==> config.mk <==
export PLATFORM = sky130hd
export DESIGN_NAME = slat_walker
export DESIGN_NICKNAME = d
export VERILOG_FILES = /design/src/rtl/slat_pkg.sv /design/src/rtl/slat_addr_gen.sv /design/src/rtl/slat_entry_decode.sv /design/src/rtl/slat_walker.sv
export SDC_FILE = /design/constraint.sdc
export NUM_CORES = 1
export LEC_CHECK = 0
export ABC_AREA = 1
export BUFFER_PORTS_ARGS = -buffer_cell sky130_fd_sc_hd__buf_2
export CORE_MARGIN = 5
export CORE_UTILIZATION = 40
export DETAILED_ROUTE_END_ITERATION = 16
export PLACE_DENSITY_LB_ADDON = 0.15
export SLEW_MARGIN = 0
export SYNTH_ARGS = -nofsm -noshare
export SYNTH_HDL_FRONTEND = slang
export SYNTH_SLANG_ARGS = --single-unit
==> constraint.sdc <==
create_clock -name clk -period 2.61 [get_ports clk]
set_input_delay 0.522 -clock clk [delete_from_list [all_inputs] [get_ports clk]]
set_output_delay 0.522 -clock clk [all_outputs]
set_load 0.05 [all_outputs]
==> src/rtl/slat_pkg.sv <==
package slat_pkg;
  localparam int unsigned SLAT_LEVELS  = 4;
  localparam int unsigned SLAT_IDX_W   = 9;
  localparam int unsigned SLAT_OFF_W   = 12;
  localparam int unsigned SLAT_PA_W    = 52;
  localparam int unsigned SLAT_ENT_W   = 64;
  localparam int unsigned SLAT_LVL_W   = 3;
  localparam int unsigned SLAT_SIZE_BIT = 7;
  localparam int unsigned SLAT_DIR_LVL = 2;

  typedef enum logic [1:0] {
    WALK_IDLE,
    WALK_ISSUE,
    WALK_WAIT,
    WALK_RESP
  } walk_state_t;
endpackage

==> src/rtl/slat_addr_gen.sv <==
module slat_addr_gen #(
  parameter int unsigned GPA_W   = 48,
  parameter int unsigned FRAME_W = 40,
  parameter int unsigned IDX_W   = 9,
  parameter int unsigned OFF_W   = 12,
  parameter int unsigned ADDR_W  = 64,
  parameter int unsigned LEVELS  = 4,
  parameter int unsigned LVL_W   = 3
) (
  input  logic [FRAME_W-1:0] base,
  input  logic [GPA_W-1:0]   gpa,
  input  logic [LVL_W-1:0]   lvl,
  output logic [ADDR_W-1:0]  addr
);
  localparam int unsigned ENT_SH = OFF_W - IDX_W;
  localparam int unsigned TOP_W  = ADDR_W - FRAME_W - OFF_W;

  logic [IDX_W-1:0] idx_by_lvl [LEVELS];
  logic [IDX_W-1:0] idx;

  for (genvar g = 0; g < LEVELS; g++) begin : g_idx
    assign idx_by_lvl[g] = gpa[OFF_W + IDX_W*g +: IDX_W];
  end

  always_comb begin
    idx = '0;
    for (int k = 0; k < LEVELS; k++) begin
      if (lvl == LVL_W'(k + 1)) idx = idx_by_lvl[k];
    end
  end

  assign addr = {{TOP_W{1'b0}}, base, idx, {ENT_SH{1'b0}}};
endmodule

==> src/rtl/slat_entry_decode.sv <==
module slat_entry_decode #(
  parameter int unsigned ENT_W    = 64,
  parameter int unsigned FRAME_W  = 40,
  parameter int unsigned OFF_W    = 12,
  parameter int unsigned SIZE_BIT = 7
) (
  input  logic [ENT_W-1:0]   entry,
  output logic               present,
  output logic               size_flag,
  output logic [FRAME_W-1:0] frame
);
  assign present   = |entry[2:0];
  assign size_flag = entry[SIZE_BIT];
  assign frame     = entry[FRAME_W+OFF_W-1:OFF_W];
endmodule

==> src/rtl/slat_walker.sv <==
module slat_walker
  import slat_pkg::*;
#(
  parameter int unsigned GPA_W  = 48,
  parameter int unsigned ADDR_W = 64,
  parameter int unsigned ENT_W  = SLAT_ENT_W,
  parameter int unsigned PA_W   = SLAT_PA_W,
  parameter int unsigned LVL_W  = SLAT_LVL_W
) (
  input  logic              clk,
  input  logic              rst,
  input  logic              req_valid,
  output logic              req_ready,
  input  logic [GPA_W-1:0]  req_gpa,
  input  logic [ADDR_W-1:0] req_root,
  output logic              mem_req,
  output logic [ADDR_W-1:0] mem_addr,
  input  logic              mem_rvalid,
  input  logic [ENT_W-1:0]  mem_rdata,
  output logic              rsp_valid,
  input  logic              rsp_ready,
  output logic [ADDR_W-1:0] rsp_pa,
  output logic              rsp_large,
  output logic              rsp_fault,
  output logic [LVL_W-1:0]  rsp_fault_level
);
  localparam int unsigned FRAME_W  = PA_W - SLAT_OFF_W;
  localparam int unsigned LARGE_SH = SLAT_OFF_W + SLAT_IDX_W;
  localparam int unsigned HI_W     = ADDR_W - PA_W;

  walk_state_t          state_q;
  logic [LVL_W-1:0]     lvl_q;
  logic [GPA_W-1:0]     gpa_q;
  logic [FRAME_W-1:0]   base_q;
  logic [ADDR_W-1:0]    next_addr;
  logic                 ent_present;
  logic                 ent_size;
  logic [FRAME_W-1:0]   ent_frame;
  logic [ADDR_W-1:0]    pa_small;
  logic [ADDR_W-1:0]    pa_large;

  slat_addr_gen #(
    .GPA_W(GPA_W), .FRAME_W(FRAME_W), .IDX_W(SLAT_IDX_W), .OFF_W(SLAT_OFF_W),
    .ADDR_W(ADDR_W), .LEVELS(SLAT_LEVELS), .LVL_W(LVL_W)
  ) u_addr_gen (
    .base(base_q), .gpa(gpa_q), .lvl(lvl_q), .addr(next_addr)
  );

  slat_entry_decode #(
    .ENT_W(ENT_W), .FRAME_W(FRAME_W), .OFF_W(SLAT_OFF_W), .SIZE_BIT(SLAT_SIZE_BIT)
  ) u_entry_decode (
    .entry(mem_rdata), .present(ent_present), .size_flag(ent_size), .frame(ent_frame)
  );

  assign pa_small = {{HI_W{1'b0}}, ent_frame, gpa_q[SLAT_OFF_W-1:0]};
  assign pa_large = {{HI_W{1'b0}}, mem_rdata[PA_W-1:LARGE_SH], gpa_q[LARGE_SH-1:0]};
  assign req_ready = (state_q == WALK_IDLE);

  always_ff @(posedge clk) begin
    if (rst) begin
      state_q         <= WALK_IDLE;
      lvl_q           <= '0;
      gpa_q           <= '0;
      base_q          <= '0;
      mem_req         <= 1'b0;
      mem_addr        <= '0;
      rsp_valid       <= 1'b0;
      rsp_pa          <= '0;
      rsp_large       <= 1'b0;
      rsp_fault       <= 1'b0;
      rsp_fault_level <= '0;
    end else begin
      mem_req <= 1'b0;
      unique case (state_q)
        WALK_IDLE: begin
          if (req_valid) begin
            gpa_q   <= req_gpa;
            base_q  <= req_root[PA_W-1:SLAT_OFF_W];
            lvl_q   <= LVL_W'(SLAT_LEVELS);
            state_q <= WALK_ISSUE;
          end
        end
        WALK_ISSUE: begin
          mem_req  <= 1'b1;
          mem_addr <= next_addr;
          state_q  <= WALK_WAIT;
        end
        WALK_WAIT: begin
          if (mem_rvalid) begin
            if (!ent_present) begin
              rsp_valid       <= 1'b1;
              rsp_fault       <= 1'b1;
              rsp_fault_level <= lvl_q;
              rsp_pa          <= '0;
              rsp_large       <= 1'b0;
              state_q         <= WALK_RESP;
            end else if (lvl_q == LVL_W'(SLAT_DIR_LVL) && ent_size) begin
              rsp_valid       <= 1'b1;
              rsp_fault       <= 1'b0;
              rsp_fault_level <= '0;
              rsp_pa          <= pa_large;
              rsp_large       <= 1'b1;
              state_q         <= WALK_RESP;
            end else if (lvl_q == LVL_W'(1)) begin
              rsp_valid       <= 1'b1;
              rsp_fault       <= 1'b0;
              rsp_fault_level <= '0;
              rsp_pa          <= pa_small;
              rsp_large       <= 1'b0;
              state_q         <= WALK_RESP;
            end else begin
              base_q  <= ent_frame;
              lvl_q   <= lvl_q - LVL_W'(1);
              state_q <= WALK_ISSUE;
            end
          end
        end
        WALK_RESP: begin
          if (rsp_ready) begin
            rsp_valid <= 1'b0;
            state_q   <= WALK_IDLE;
          end
        end
        default: state_q <= WALK_IDLE;
      endcase
    end
  end

  // a request taken drops ready, and ready stays low while a response waits
  assert_accept_busy_R1: assert property (@(posedge clk) disable iff (rst)
    (req_valid && req_ready) |=> !req_ready);
  assert_resp_busy_R1: assert property (@(posedge clk) disable iff (rst)
    rsp_valid |-> !req_ready);

  // every read address is entry aligned and below the 52-bit limit
  assert_addr_format_R2: assert property (@(posedge clk) disable iff (rst)
    mem_req |-> (mem_addr[ADDR_W-1:PA_W] == '0 && mem_addr[2:0] == 3'b000));

  // single-cycle strobe and stable address while waiting
  assert_req_pulse_R9: assert property (@(posedge clk) disable iff (rst)
    mem_req |=> !mem_req);
  assert_addr_hold_R9: assert property (@(posedge clk) disable iff (rst)
    (mem_req && !mem_rvalid) |=> $stable(mem_addr));

  // a violation carries no address, no size flag and a level in 1..4
  assert_fault_clean_R8: assert property (@(posedge clk) disable iff (rst)
    (rsp_valid && rsp_fault) |-> (rsp_pa == '0 && !rsp_large &&
      rsp_fault_level >= LVL_W'(1) && rsp_fault_level <= LVL_W'(SLAT_LEVELS)));

  // a response not yet taken holds its value
  assert_rsp_hold_R10: assert property (@(posedge clk) disable iff (rst)
    (rsp_valid && !rsp_ready) |=> (rsp_valid && $stable(rsp_pa) &&
      $stable(rsp_large) && $stable(rsp_fault) && $stable(rsp_fault_level)));
endmodule

==> impl_metrics.json <==
{
  "area_of_the_mapped_netlist_um2": 8580,
  "grt_start_max_net_pins": 103,
  "finalPower_uw": 8720,
  "path_class": "reg2reg",
  "max_slew_margin": 0.606,
  "holdCritPathClass": "in2reg",
  "floorplan.initialDensity": 0.407,
  "placeable_core_area_um2": 21100,
  "netlist.area_leader.share": 0.469,
  "initial_antenna_violation_count": 3,
  "vdd_drop_max_v": 0.000494,
  "firstDrtPassIters": 5,
  "cts_num_sinks": 201,
  "multiInputGateArea_um2": 3800,
  "vias_per_cell": 4.83,
  "critical_path.endpoint_type": "register",
  "drv_slew": 0,
  "cts-root-to-sink-buffers": 3,
  "crit_fanout": 37,
  "wl_final_um": 26800,
  "sequential_area_share_after_synthesis": 0.469,
  "total_leakage_power_uw": 0.00514,
  "critical-path-max-stage-delay_ps": 360,
  "crit_path_cell_trace": "inv_1 -> ha_1 -> nand3_2 -> nand3_1 -> nand3_2 -> inv_2 -> buf_4 -> nand2_1 -> a21oi_1",
  "die_w_um": 156,
  "cap_violations": 0,
  "cts_root_buffer": "sky130_fd_sc_hd__clkbuf_16",
  "unrepaired_setup_endpoints_after_global_routing": "no",
  "critical-path-top-cell-by-count": "sky130_fd_sc_hd__nand3_2",
  "worst_hold_path.num_cells": 3,
  "dr_total_vias": 8336,
  "first_iter_violations": 408,
  "synth.yosys.warnings": 0,
  "critical_path_required_ps": 3040,
  "drcViolationCount": 0,
  "cp_data_arrival_time_ps": 2540,
  "groute.usage.overall": 0.207,
  "grt.overflow.total": 0,
  "cts_repair_resize_count": 0,
  "gp_congestion": 0.819,
  "setup-tns-final_ps": 0,
  "critical_path.startpoint_type": "register",
  "syn-instance-count": 1227,
  "numPortBuffers": 245,
  "boundaryPins": 317,
  "clock_skew_ps": 10.5,
  "layout-drive-gt1-share": 0.219,
  "power.density_nw_per_um2": 820,
  "fin_crit_sh": 0.808,
  "synth_top_area_cell": "sky130_fd_sc_hd__dfxtp_1",
  "placement_rows": 53,
  "timing.rr.start": "lvl_q[0]",
  "layout_min_cycle_time_ps": 2110,
  "finalSetupViolCount": 0,
  "grt_pass1_vias": 7779,
  "grt_pass1_wl_um": 41400,
  "sequential_cell_area_um2": 4020,
  "syn_to_final_growth_pct": 23.9,
  "detail_route.wl_per_cell_um": 15.5,
  "r2r_setup_slack_ps": 500,
  "tightest_slew_ps": 591,
  "cts_tree": "built",
  "numCtsBuffers": 23,
  "critical-path-slowest-cell": "sky130_fd_sc_hd__buf_4",
  "critical_path.reg2reg.endpoint": "rsp_pa[19]",
  "timing.reg2reg.worst_path_depth": 9,
  "die_y_um": 156,
  "worstSkewPairLatency_ps": 500,
  "postRouteAntennaNets": 0,
  "top_family_by_delay_on_critical_path": "simple AND/OR/NAND/NOR gates",
  "clkSlewWorstSetupHoldPaths_ps": 60,
  "postCtsSetupRepairBufs": 0,
  "synth_cell_types": 24,
  "outcome": "finished, final reports clean",
  "hpwlAfterDp_um": 18200,
  "yosys-top-cells-area": "sky130_fd_sc_hd__dfxtp_1, sky130_fd_sc_hd__nand2_1, sky130_fd_sc_hd__nor2_1, sky130_fd_sc_hd__o21ai_0, sky130_fd_sc_hd__a21oi_1",
  "report.final.hold_viol_count": 0,
  "synthesis.area_per_instance_um2": 7.00,
  "holdWs_ps": 264,
  "fin_nets": 1621,
  "critPathBufInv": 3,
  "hold_path_startpoint": "req_gpa[23]",
  "synth.ff_latch_count": 201,
  "cts-htree-levels": 1,
  "postCtsHoldBufs": 0,
  "min_delay_worst_endpoint": "gpa_q[23]",
  "achievable-frequency_mhz": 474,
  "final.fill_count": 2224,
  "die_area_um2": 24500
}
report_power, final:
group	total, uW	internal [uW]	switching (uW)
logic	2000	549	1450
registers	3570	3400	176
clock network	3150	1890	1260
total	8720	5830	2890
per-layer routing:
metal | share of wire | global-route usage
met4 | 0.022 | 0.0529
met1 | 0.45 | 0.286
met5 | 0.00078 | 0
met2 | 0.46 | 0.332
met3 | 0.072 | 0.0451
Yosys cell counts:
master and instances:
sky130_fd_sc_hd__nand2_1 274, sky130_fd_sc_hd__nor2_1 224, sky130_fd_sc_hd__dfxtp_1 201, sky130_fd_sc_hd__o21ai_0 143, sky130_fd_sc_hd__a21oi_1 106, sky130_fd_sc_hd__inv_1 65, sky130_fd_sc_hd__clkbuf_1 51, sky130_fd_sc_hd__nand4_1 45
sky130_fd_sc_hd__buf_4 34, sky130_fd_sc_hd__nand3_1 31, sky130_fd_sc_hd__buf_2 23, sky130_fd_sc_hd__inv_2 6, sky130_fd_sc_hd__clkinv_1 5, sky130_fd_sc_hd__ha_1 5, sky130_fd_sc_hd__buf_1 3, sky130_fd_sc_hd__nand3_2 3
sky130_fd_sc_hd__a211oi_1 1, sky130_fd_sc_hd__a41oi_1 1, sky130_fd_sc_hd__clkbuf_2 1, sky130_fd_sc_hd__conb_1 1, sky130_fd_sc_hd__nand2_2 1, sky130_fd_sc_hd__nand3b_1 1, sky130_fd_sc_hd__nor2_2 1, sky130_fd_sc_hd__nor2_4 1
state kept, by name, summed over array words and instances (netlist names):
name / cells
gpa_q: 48
base_q: 40
rsp_pa: 52
rsp_fault: 1
lvl_q: 3
mem_addr: 49
state_q: 2
rsp_large: 1
rsp_fault_level: 3
rsp_valid: 1
mem_req: 1
metrics by stage:
step,setup WS [ps],cells,utilization,area (um2)
2_1_floorplan,607,1253,-,8680
3_3_place_gp,564,1685,0.470,9900
3_5_place_dp,512,1685,0.470,9900
4_1_cts,485,1725,0.504,10600
5_1_grt,218,1726,0.504,10600
6_report,502,1726,0.504,10600
worst max path at each step:
stage | start | slack, ps | depth (start not counted) | end
floorplan | state_q[0] | 610 | 7 | gpa_q[10]
global placement | lvl_q[0] | 560 | 9 | rsp_pa[19]
detailed placement | lvl_q[0] | 510 | 9 | rsp_pa[19]
CTS | lvl_q[0] | 490 | 9 | rsp_pa[19]
global route | lvl_q[0] | 220 | 9 | rsp_pa[19]
finish | lvl_q[0] | 500 | 9 | rsp_pa[19]
logic make-up (layout without fill, tap and decap cells):
family / count (synthesis) / after routing / share of synthesized area
AO/OA/AOI/OAI: 251 / 251 / 0.147
flip-flops: 201 / 201 / 0.469
other: 1 / 28 / 0.000437
adder cells (fa/ha/maj): 5 / 5 / 0.00729
AND/OR/NAND/NOR: 581 / 581 / 0.276
buffers and inverters: 188 / 385 / 0.101
worst register-to-register path, delay by kind of cell, from the launching register on:
kind | cells | cell delay [ps]
AO/OA/AOI/OAI | 1 | 140
flip-flops | 1 | 350
buffers and inverters | 3 | 590
adder cells (fa/ha/maj) | 1 | 250
AND/OR/NAND/NOR | 4 | 710
cell type report:
class | count | area share
antenna | 1 | 0.000235
clock buffer | 35 | 0.0640
clock inverter | 5 | 0.00506
inverter | 76 | 0.0268
multi-input combinational | 864 | 0.357
sequential | 201 | 0.378
tap | 275 | 0.0323
timing repair buffer | 269 | 0.136
layout by cell type, fill, tap and decap left out:
master and count:
sky130_fd_sc_hd__nand2_1 273, sky130_fd_sc_hd__buf_2 244, sky130_fd_sc_hd__nor2_1 224, sky130_fd_sc_hd__dfxtp_1 201
sky130_fd_sc_hd__o21ai_0 143, sky130_fd_sc_hd__a21oi_1 106, sky130_fd_sc_hd__inv_1 64, sky130_fd_sc_hd__nand4_1 45
sky130_fd_sc_hd__nand3_1 31, sky130_fd_sc_hd__conb_1 27, sky130_fd_sc_hd__clkbuf_16 23, sky130_fd_sc_hd__buf_4 22
sky130_fd_sc_hd__inv_2 7, sky130_fd_sc_hd__clkbuf_1 6, sky130_fd_sc_hd__clkbuf_8 6, sky130_fd_sc_hd__clkinv_1 5
sky130_fd_sc_hd__ha_1 5, sky130_fd_sc_hd__nand3_2 3, sky130_fd_sc_hd__clkinv_2 3, sky130_fd_sc_hd__buf_12 3
sky130_fd_sc_hd__nor2_4 2, sky130_fd_sc_hd__nand2_2 2, sky130_fd_sc_hd__diode_2 1, sky130_fd_sc_hd__nand3b_1 1
sky130_fd_sc_hd__a211oi_1 1, sky130_fd_sc_hd__a41oi_1 1, sky130_fd_sc_hd__bufinv_16 1, sky130_fd_sc_hd__inv_6 1
(Power assumes the default switching activity.)
